### src/rtl/osc_fail_pkg.sv
package osc_fail_pkg;
  // bit position of the register field handled by this block, in every byte
  localparam int FIELD_BIT = 7;

  // strobes handed from control to datapath
  typedef struct packed {
    logic failSet;
    logic failClr;
    logic stopLoad;
    logic stopVal;
    logic outLoad;
    logic outVal;
  } regStrobe_t;
endpackage

### src/rtl/osc_fail_ctrl.sv
module osc_fail_ctrl
  import osc_fail_pkg::*;
(
  input  logic       secWrEn,
  input  logic [7:0] secWrData,
  input  logic       minWrEn,
  input  logic [7:0] minWrData,
  input  logic       ctlWrEn,
  input  logic [7:0] ctlWrData,
  input  logic       stopBit,
  input  logic       oscLost,
  output regStrobe_t strobe
);
  logic setCond;
  logic clrReq;

  always_comb begin
    // any reason the oscillator cannot be trusted in this cycle
    setCond = stopBit | oscLost;
    clrReq  = minWrEn & ~minWrData[FIELD_BIT];

    strobe          = '0;
    strobe.failSet  = setCond;
    // set has priority over a coincident clearing write
    strobe.failClr  = clrReq & ~setCond;
    strobe.stopLoad = secWrEn;
    strobe.stopVal  = secWrData[FIELD_BIT];
    strobe.outLoad  = ctlWrEn;
    strobe.outVal   = ctlWrData[FIELD_BIT];
  end
endmodule

### src/rtl/osc_fail_dp.sv
module osc_fail_dp
  import osc_fail_pkg::*;
#(
  parameter int LIMIT_W     = 16,
  parameter int SYNC_STAGES = 2
) (
  input  logic               clk,
  input  logic               rstN,
  input  logic               oscIn,
  input  logic [LIMIT_W-1:0] lossLimit,
  input  regStrobe_t         strobe,
  output logic               oscLost,
  output logic               oscFail,
  output logic               stopBit,
  output logic               outLevel
);
  localparam logic [LIMIT_W-1:0] CNT_ONE = LIMIT_W'(1);

  logic [SYNC_STAGES-1:0] syncChain;
  logic                   oscPrev;
  logic                   oscRise;
  logic [LIMIT_W-1:0]     idleCnt;

  // synchronizer chain for the asynchronous oscillator input
  always_ff @(posedge clk or negedge rstN) begin
    if (!rstN) syncChain <= '0;
    else       syncChain <= {syncChain[SYNC_STAGES-2:0], oscIn};
  end

  always_ff @(posedge clk or negedge rstN) begin
    if (!rstN) oscPrev <= 1'b0;
    else       oscPrev <= syncChain[SYNC_STAGES-1];
  end

  assign oscRise = syncChain[SYNC_STAGES-1] & ~oscPrev;

  // clocks since the last rising edge, saturating at the limit
  always_ff @(posedge clk or negedge rstN) begin
    if (!rstN)                  idleCnt <= '0;
    else if (oscRise)           idleCnt <= '0;
    else if (idleCnt < lossLimit) idleCnt <= idleCnt + CNT_ONE;
  end

  assign oscLost = (idleCnt >= lossLimit);

  // sticky fail flag, powers up set
  always_ff @(posedge clk or negedge rstN) begin
    if (!rstN)               oscFail <= 1'b1;
    else if (strobe.failSet) oscFail <= 1'b1;
    else if (strobe.failClr) oscFail <= 1'b0;
  end

  always_ff @(posedge clk or negedge rstN) begin
    if (!rstN)                stopBit <= 1'b0;
    else if (strobe.stopLoad) stopBit <= strobe.stopVal;
  end

  always_ff @(posedge clk or negedge rstN) begin
    if (!rstN)               outLevel <= 1'b1;
    else if (strobe.outLoad) outLevel <= strobe.outVal;
  end
endmodule

### src/rtl/osc_fail_ctl.sv
module osc_fail_ctl
  import osc_fail_pkg::*;
#(
  parameter int LIMIT_W = 16
) (
  input  logic               clk,
  input  logic               rstN,
  input  logic               oscIn,
  input  logic [LIMIT_W-1:0] lossLimit,
  input  logic               secWrEn,
  input  logic [7:0]         secWrData,
  input  logic               minWrEn,
  input  logic [7:0]         minWrData,
  input  logic               ctlWrEn,
  input  logic [7:0]         ctlWrData,
  output logic               oscFail,
  output logic               stopBit,
  output logic               pinPullN
);
  regStrobe_t strobe;
  logic       oscLost;
  logic       outLevel;

  osc_fail_ctrl ctrl_i (
    .secWrEn  (secWrEn),
    .secWrData(secWrData),
    .minWrEn  (minWrEn),
    .minWrData(minWrData),
    .ctlWrEn  (ctlWrEn),
    .ctlWrData(ctlWrData),
    .stopBit  (stopBit),
    .oscLost  (oscLost),
    .strobe   (strobe)
  );

  osc_fail_dp #(.LIMIT_W(LIMIT_W), .SYNC_STAGES(2)) dp_i (
    .clk      (clk),
    .rstN     (rstN),
    .oscIn    (oscIn),
    .lossLimit(lossLimit),
    .strobe   (strobe),
    .oscLost  (oscLost),
    .oscFail  (oscFail),
    .stopBit  (stopBit),
    .outLevel (outLevel)
  );

  // open drain: a low level enables the pull-down
  assign pinPullN = outLevel;
endmodule

### config.mk
export PLATFORM = sky130hd
export DESIGN_NAME = osc_fail_ctl
export DESIGN_NICKNAME = d
export VERILOG_FILES = /design/src/rtl/osc_fail_pkg.sv /design/src/rtl/osc_fail_ctrl.sv /design/src/rtl/osc_fail_dp.sv /design/src/rtl/osc_fail_ctl.sv
export SDC_FILE = /design/constraint.sdc
export NUM_CORES = 1
export LEC_CHECK = 0
export BUFFER_PORTS_ARGS = -buffer_cell sky130_fd_sc_hd__buf_2
export CAP_MARGIN = 20
export CORE_ASPECT_RATIO = 1.4
export CORE_UTILIZATION = 38
export DETAILED_ROUTE_END_ITERATION = 10
export GPL_TIMING_DRIVEN = 0
export HOLD_SLACK_MARGIN = 0.12
export MAX_ROUTING_LAYER = met4
export PLACE_DENSITY_LB_ADDON = 0.05
export SKIP_CTS_REPAIR_TIMING = 1
export SYNTH_ARGS = -nofsm -noshare
export SYNTH_HDL_FRONTEND = slang
export SYNTH_SLANG_ARGS = --single-unit
### constraint.sdc
create_clock -name clk -period 2.75 [get_ports clk]
set_input_delay 0 -clock clk [delete_from_list [all_inputs] [get_ports clk]]
set_output_delay 0 -clock clk [all_outputs]
set_load 0.02 [all_outputs]
## Word-level counts from Yosys, hierarchy flattened

Cells that the tools add are included.

| storage, ports and cells | value |
|---|---|
| register bits after elaboration | 22 |
| input bits | 46 |
| output and inout port bits | 3 |
| word-level logic and storage cells | 22 |

| cells by class | value |
|---|---|
| add/subtract/negate cells | 1 |
| order comparisons | 2 |
| multiplexer cells | 4 |
| bitwise logic cells | 7 |
| reductions and logical operators | 2 |

Operators with widths:

| operator | number |
|---|---|
| two-way mux 16 bit | 2 |
| adder 16 x 1 -> 16 bit (second input constant) | 1 |
| greater-or-equal comparator 16 bit | 1 |
| < comparator 16 bit | 1 |
| nonzero test 2 bit | 2 |
| AND 1 bit | 3 |
| NOT 1 bit | 3 |
| two-way mux 1 bit | 2 |
| bitwise OR 1 bit | 1 |

## Longest topological paths before layout

| depth | value |
|---|---|
| depth in word-level cells | 6 |
| depth in mapped cells | 9 |
| mapped depth without buffers | 8 |

## Hierarchy

From an unflattened synthesis, not the netlist that was laid out.

| unflattened totals | value |
|---|---|
| cells, all modules | 199 |
| area total of the unflattened synthesis | 1737.9 µm² |

Modules (own cells, without submodules):

| module | times used | cells each | area each (µm²) | seq. area each (µm²) |
|---|---|---|---|---|
| osc_fail_dp | 1 | 192 | 1679.1 | 553.0 |
| osc_fail_ctrl | 1 | 7 | 58.8 | 0.0 |

## Worst setup path after synthesis

OpenSTA, ideal clock, no wires.

| timing path | value |
|---|---|
| path type | reg2reg |
| start point | reg dp_i.idleCnt[13] |
| end point | reg dp_i.idleCnt[10] |
| setup time | 0.078 ns |
| arrival | 2.044 ns |
| path slack | 0.628 ns |
| cell stages (with the launch flop) | 8 |
| path buffers | 0 |
| clock period less this slack | 2.122 ns |
| cells stage by stage | dfrtp_1 -> ha_1 -> nand4_2 -> nor2_1 -> a311oi_4 -> nand3_4 -> or4_1 -> a21oi_1 |

| between the ends | value |
|---|---|
| word-level cells in the longest chain between the ends | 2 |

RTL lines:

| what | line | text |
|---|---|---|
| start, declared | osc_fail_dp.sv:22 | `logic [LIMIT_W-1:0] idleCnt;` |
| start signal, assigned | osc_fail_dp.sv:41 | `else if (idleCnt < lossLimit) idleCnt <= idleCnt + CNT_ONE;` |
| < comparator 16 bit | osc_fail_dp.sv:41 |  |
| nonzero test 2 bit (no line) | n/a |  |

Every way passes these cells.
A chain may end at the register's enable or synchronous reset.

## Final worst setup path

| timing path | value |
|---|---|
| start point | reg dp_i.idleCnt[13] |
| end point | reg dp_i.idleCnt[8] |

The elaborated chain is that of the path after synthesis.

==> flow_summary_export.csv <==
group,metric,value,unit
run_status,status,"completed",
grt,overflow,0,
power_and_ir_drop,power_density,449.5,nW/um^2
floorplan,row_count,26,
detailed_routing,drtIter0Drc,29,
power_and_ir_drop,seq_power_share,48.5,%
floorplan,coreArea,3643,um^2
worst_setup_path,worst_ep_required_time,2.88,ns
final_layout,drive_gt1_share,22.22,%
worst_setup_path,r2r-start,"dp_i.idleCnt[13]",
grt,antenna_found_initial,0,
power_and_ir_drop,p_leak,0.8486,nW
logic_synthesis,synth_area_leaders,"dfrtp_1 34%, ha_1 15%, a21oi_1 5.2%, inv_1 4.6%, dfstp_2 3.6%",
power_and_ir_drop,pwr-share-comb,20.9,%
sta,finalCritPeriodShare,86.48,%
logic_synthesis,synth-warning-count,0,
worst_setup_path,crit_type,"register to register",
detailed_routing,wl_per_cell,14.41,um
power_and_ir_drop,p_switching,0.2322,mW
worst_setup_path,critPathMaxFanout,10,
final_layout,n_antenna_cell,0,
logic_synthesis,syn_avg_cell_area,9.709,um^2
sta,fin_setup_tns,0,ns
final_layout,final_common_cell,"buf_2",
final_layout,syn_to_final_growth,22.17,%
floorplan,die_area,4088,um^2
logic_synthesis,synth_top_area_share,34.36,%
logic_synthesis,syn-num-nets,213,
grt,first_global_vias,1180,
final_layout,n_fill_cell,362,
grt,grt_pass1_wl,5.278,mm
sta,setup_viol_count_final,0,
sta,hold_viol_final,0,
clock_network,clk_pin_slew_worst_paths,0.09,ns
clock_network,htreeDepth,1,
worst_setup_path,cp.arrival,2.51,ns
clock_network,clock-sinks,22,
detailed_routing,post_drt_via_cell_ratio,5.450,
logic_synthesis,ys.flop_type,"dfrtp_1",
run,maxCapViolCount,0,
sta,min_period,2.378,ns
sta,slew_headroom,64.79,%
logic_synthesis,synth_edf_count,0,
logic_synthesis,ys_types,32,
logic_synthesis,synth_area_leader_cell,"dfrtp_1",
logic_synthesis,synth.cell_area,1456,um^2
final_layout,final_cell_count_no_fill,231,
placement,finalWeightedCongestion,0.7564,
placement,placed_cells_incl_taps,219,
detailed_routing,vias,1259,
worst_setup_path,rrSetupSlack,0.37,ns
clock_network,clk_latency,0.27,ns
detailed_routing,first_pass_iters,4,
power_and_ir_drop,ir_drop,306.6,uV
worst_hold_path,holdCritPathClass,"primary input to async pin",
logic_synthesis,ys_async_sr_fraction,100.0,%
clock_network,numCtsBuffers,3,
worst_setup_path,worst_path_max_delay_cell,"a311oi_4",
placement,place_hpwl,2.502,mm
detailed_routing,drc,0,
floorplan,initial_core_util,39.97,%
worst_setup_path,slowest_delay,0.43,ns
logic_synthesis,yosys_register_bits,22,
sta,fmax,0.4205,GHz
sta,tightestPinTransition,0.5281,ns
clock_network,cts_tree,"built",
power_and_ir_drop,intPower,0.5676,mW
final_layout,fin_nets,253,
logic_synthesis,syn_inst,150,
detailed_routing,ant_nets,0,
power_and_ir_drop,power.share.clock,30.6,%
final_layout,finish.utilization,48.83,%
placement,numPortBuffers,27,
worst_setup_path,endpoint_kind,"register",
sta,slew_violations,0,
power_and_ir_drop,p_sw_share,29.03,%
clock_network,clock-root-buffer,"clkbuf_8",
sta,rsz0062_at_grt,"false",
clock_network,clock_path_buffers,2,
grt,grt_usage,18.94,%
detailed_routing,drt_wl_total,3.328,mm
sta,whs,0.2249,ns
worst_setup_path,worstReg2RegEnd,"dp_i.idleCnt[8]",
grt,grt_max_degree,23,
sta,fin_worst_skew,0.006890,ns
floorplan,die_h,75.25,um
floorplan,ios,49,
power_and_ir_drop,finalPower,0.7997,mW
worst_setup_path,start_kind,"register",
floorplan,die_w,54.32,um
worst_setup_path,crit_chain,"ha_1 -> nand4_2 -> nor2_1 -> a311oi_4 -> nand3_4 -> buf_2 -> o31ai_1 -> a21oi_1",
logic_synthesis,ys_seq_area_share,37.97,%
final_layout,layout_common_cells,"28 x buf_2, 20 x dfrtp_1, 18 x inv_1, 17 x ha_1, 15 x a21oi_1",
worst_setup_path,worst_r2r_path_depth,8,
-- sequential cells by signal, summed over array words and instances, names as in the netlist --
register / flops
dp_i.idleCnt: 16
dp_i.oscFail: 1
dp_i.oscPrev: 1
dp_i.outLevel: 1
dp_i.stopBit: 1
dp_i.syncChain: 2
-- power groups by stage --
stage               combinational, mW  clock [mW]  sequential, mW
floorplan                       0.102           0           0.392
global placement                0.148           0           0.393
detailed placement              0.158           0           0.395
CTS                             0.159       0.253           0.389
global route                    0.193       0.262           0.392
finish                          0.167       0.245           0.388
-- routing by layer --
layer	up-vias	global-route usage [%]	share of wire [%]	wire length [um]
li1	632	-	-	-
met2	24	34.28	55	1816
met1	598	19.95	41	1372
met3	5	2.424	2.6	85
met4	0	7.692	1.6	53
met5	-	-	0	0
-- metrics by stage --
step / cell area (um^2) / worst slack, ns
2_1_floorplan: 1456 / 0.6277
3_3_place_gp: 1644 / 0.3982
3_5_place_dp: 1644 / 0.3704
4_1_cts: 1699 / 0.3437
5_1_grt: 1779 / 0.2028
6_report: 1779 / 0.3719
-- cells by family after synthesis --
kind of cell             count (synthesis)  synth area share (%)
adder cells (fa/ha/maj)                 17                 14.60
buffers and inverters                   20                 5.240
multiplexers                             4                 2.921
AND/OR/NAND/NOR                         49                 20.45
XOR/XNOR                                 3                 1.804
AO/OA/AOI/OAI                           35                 17.01
flip-flops                              22                 37.97
-- critical path, delay by kind of cell, from the launching register on --
family                   cells  cell delay, ns
AO/OA/AOI/OAI                3            0.83
adder cells (fa/ha/maj)      1            0.33
buffers and inverters        1            0.23
flip-flops                   1            0.42
AND/OR/NAND/NOR              3            0.42
-- worst max path at each step --
stage / from / endpoint / slack (ns) / cells after the start
floorplan: dp_i.idleCnt[13] / dp_i.idleCnt[10] / 0.63 / 7
global placement: dp_i.idleCnt[13] / dp_i.idleCnt[14] / 0.40 / 7
detailed placement: dp_i.idleCnt[13] / dp_i.idleCnt[12] / 0.37 / 7
CTS: dp_i.idleCnt[13] / dp_i.idleCnt[8] / 0.34 / 8
global route: dp_i.idleCnt[5] / dp_i.idleCnt[7] / 0.20 / 7
finish: dp_i.idleCnt[13] / dp_i.idleCnt[8] / 0.37 / 8
-- cells in the mapped netlist (2+ instances only) --
library cell  count
dfrtp_1          20
inv_1            18
ha_1             17
a21oi_1          15
nand4_1           8
nand2_1           7
nand3_1           6
nor2_1            6
o31ai_1           6
or4_1             6
o21ai_1           5
nand2b_1          4
or3_1             4
o211ai_1          3
xnor2_1           3
a2111o_1          2
dfstp_2           2
mux2_2            2
mux2i_1           2
nor2b_1           2
-- layout make-up --
type                       count  area (um^2)  share of cell area (%)
sequential                    22        553.0                   31.08
clock buffer                   4        55.05                   3.094
timing repair buffer          35        215.2                   12.10
inverter                      18        67.56                   3.797
tap                           42        52.55                   2.954
buffer                         2        8.758                  0.4923
multi-input combinational    108        827.0                   46.48
No activity file was read; power rests on OpenSTA's default activity.
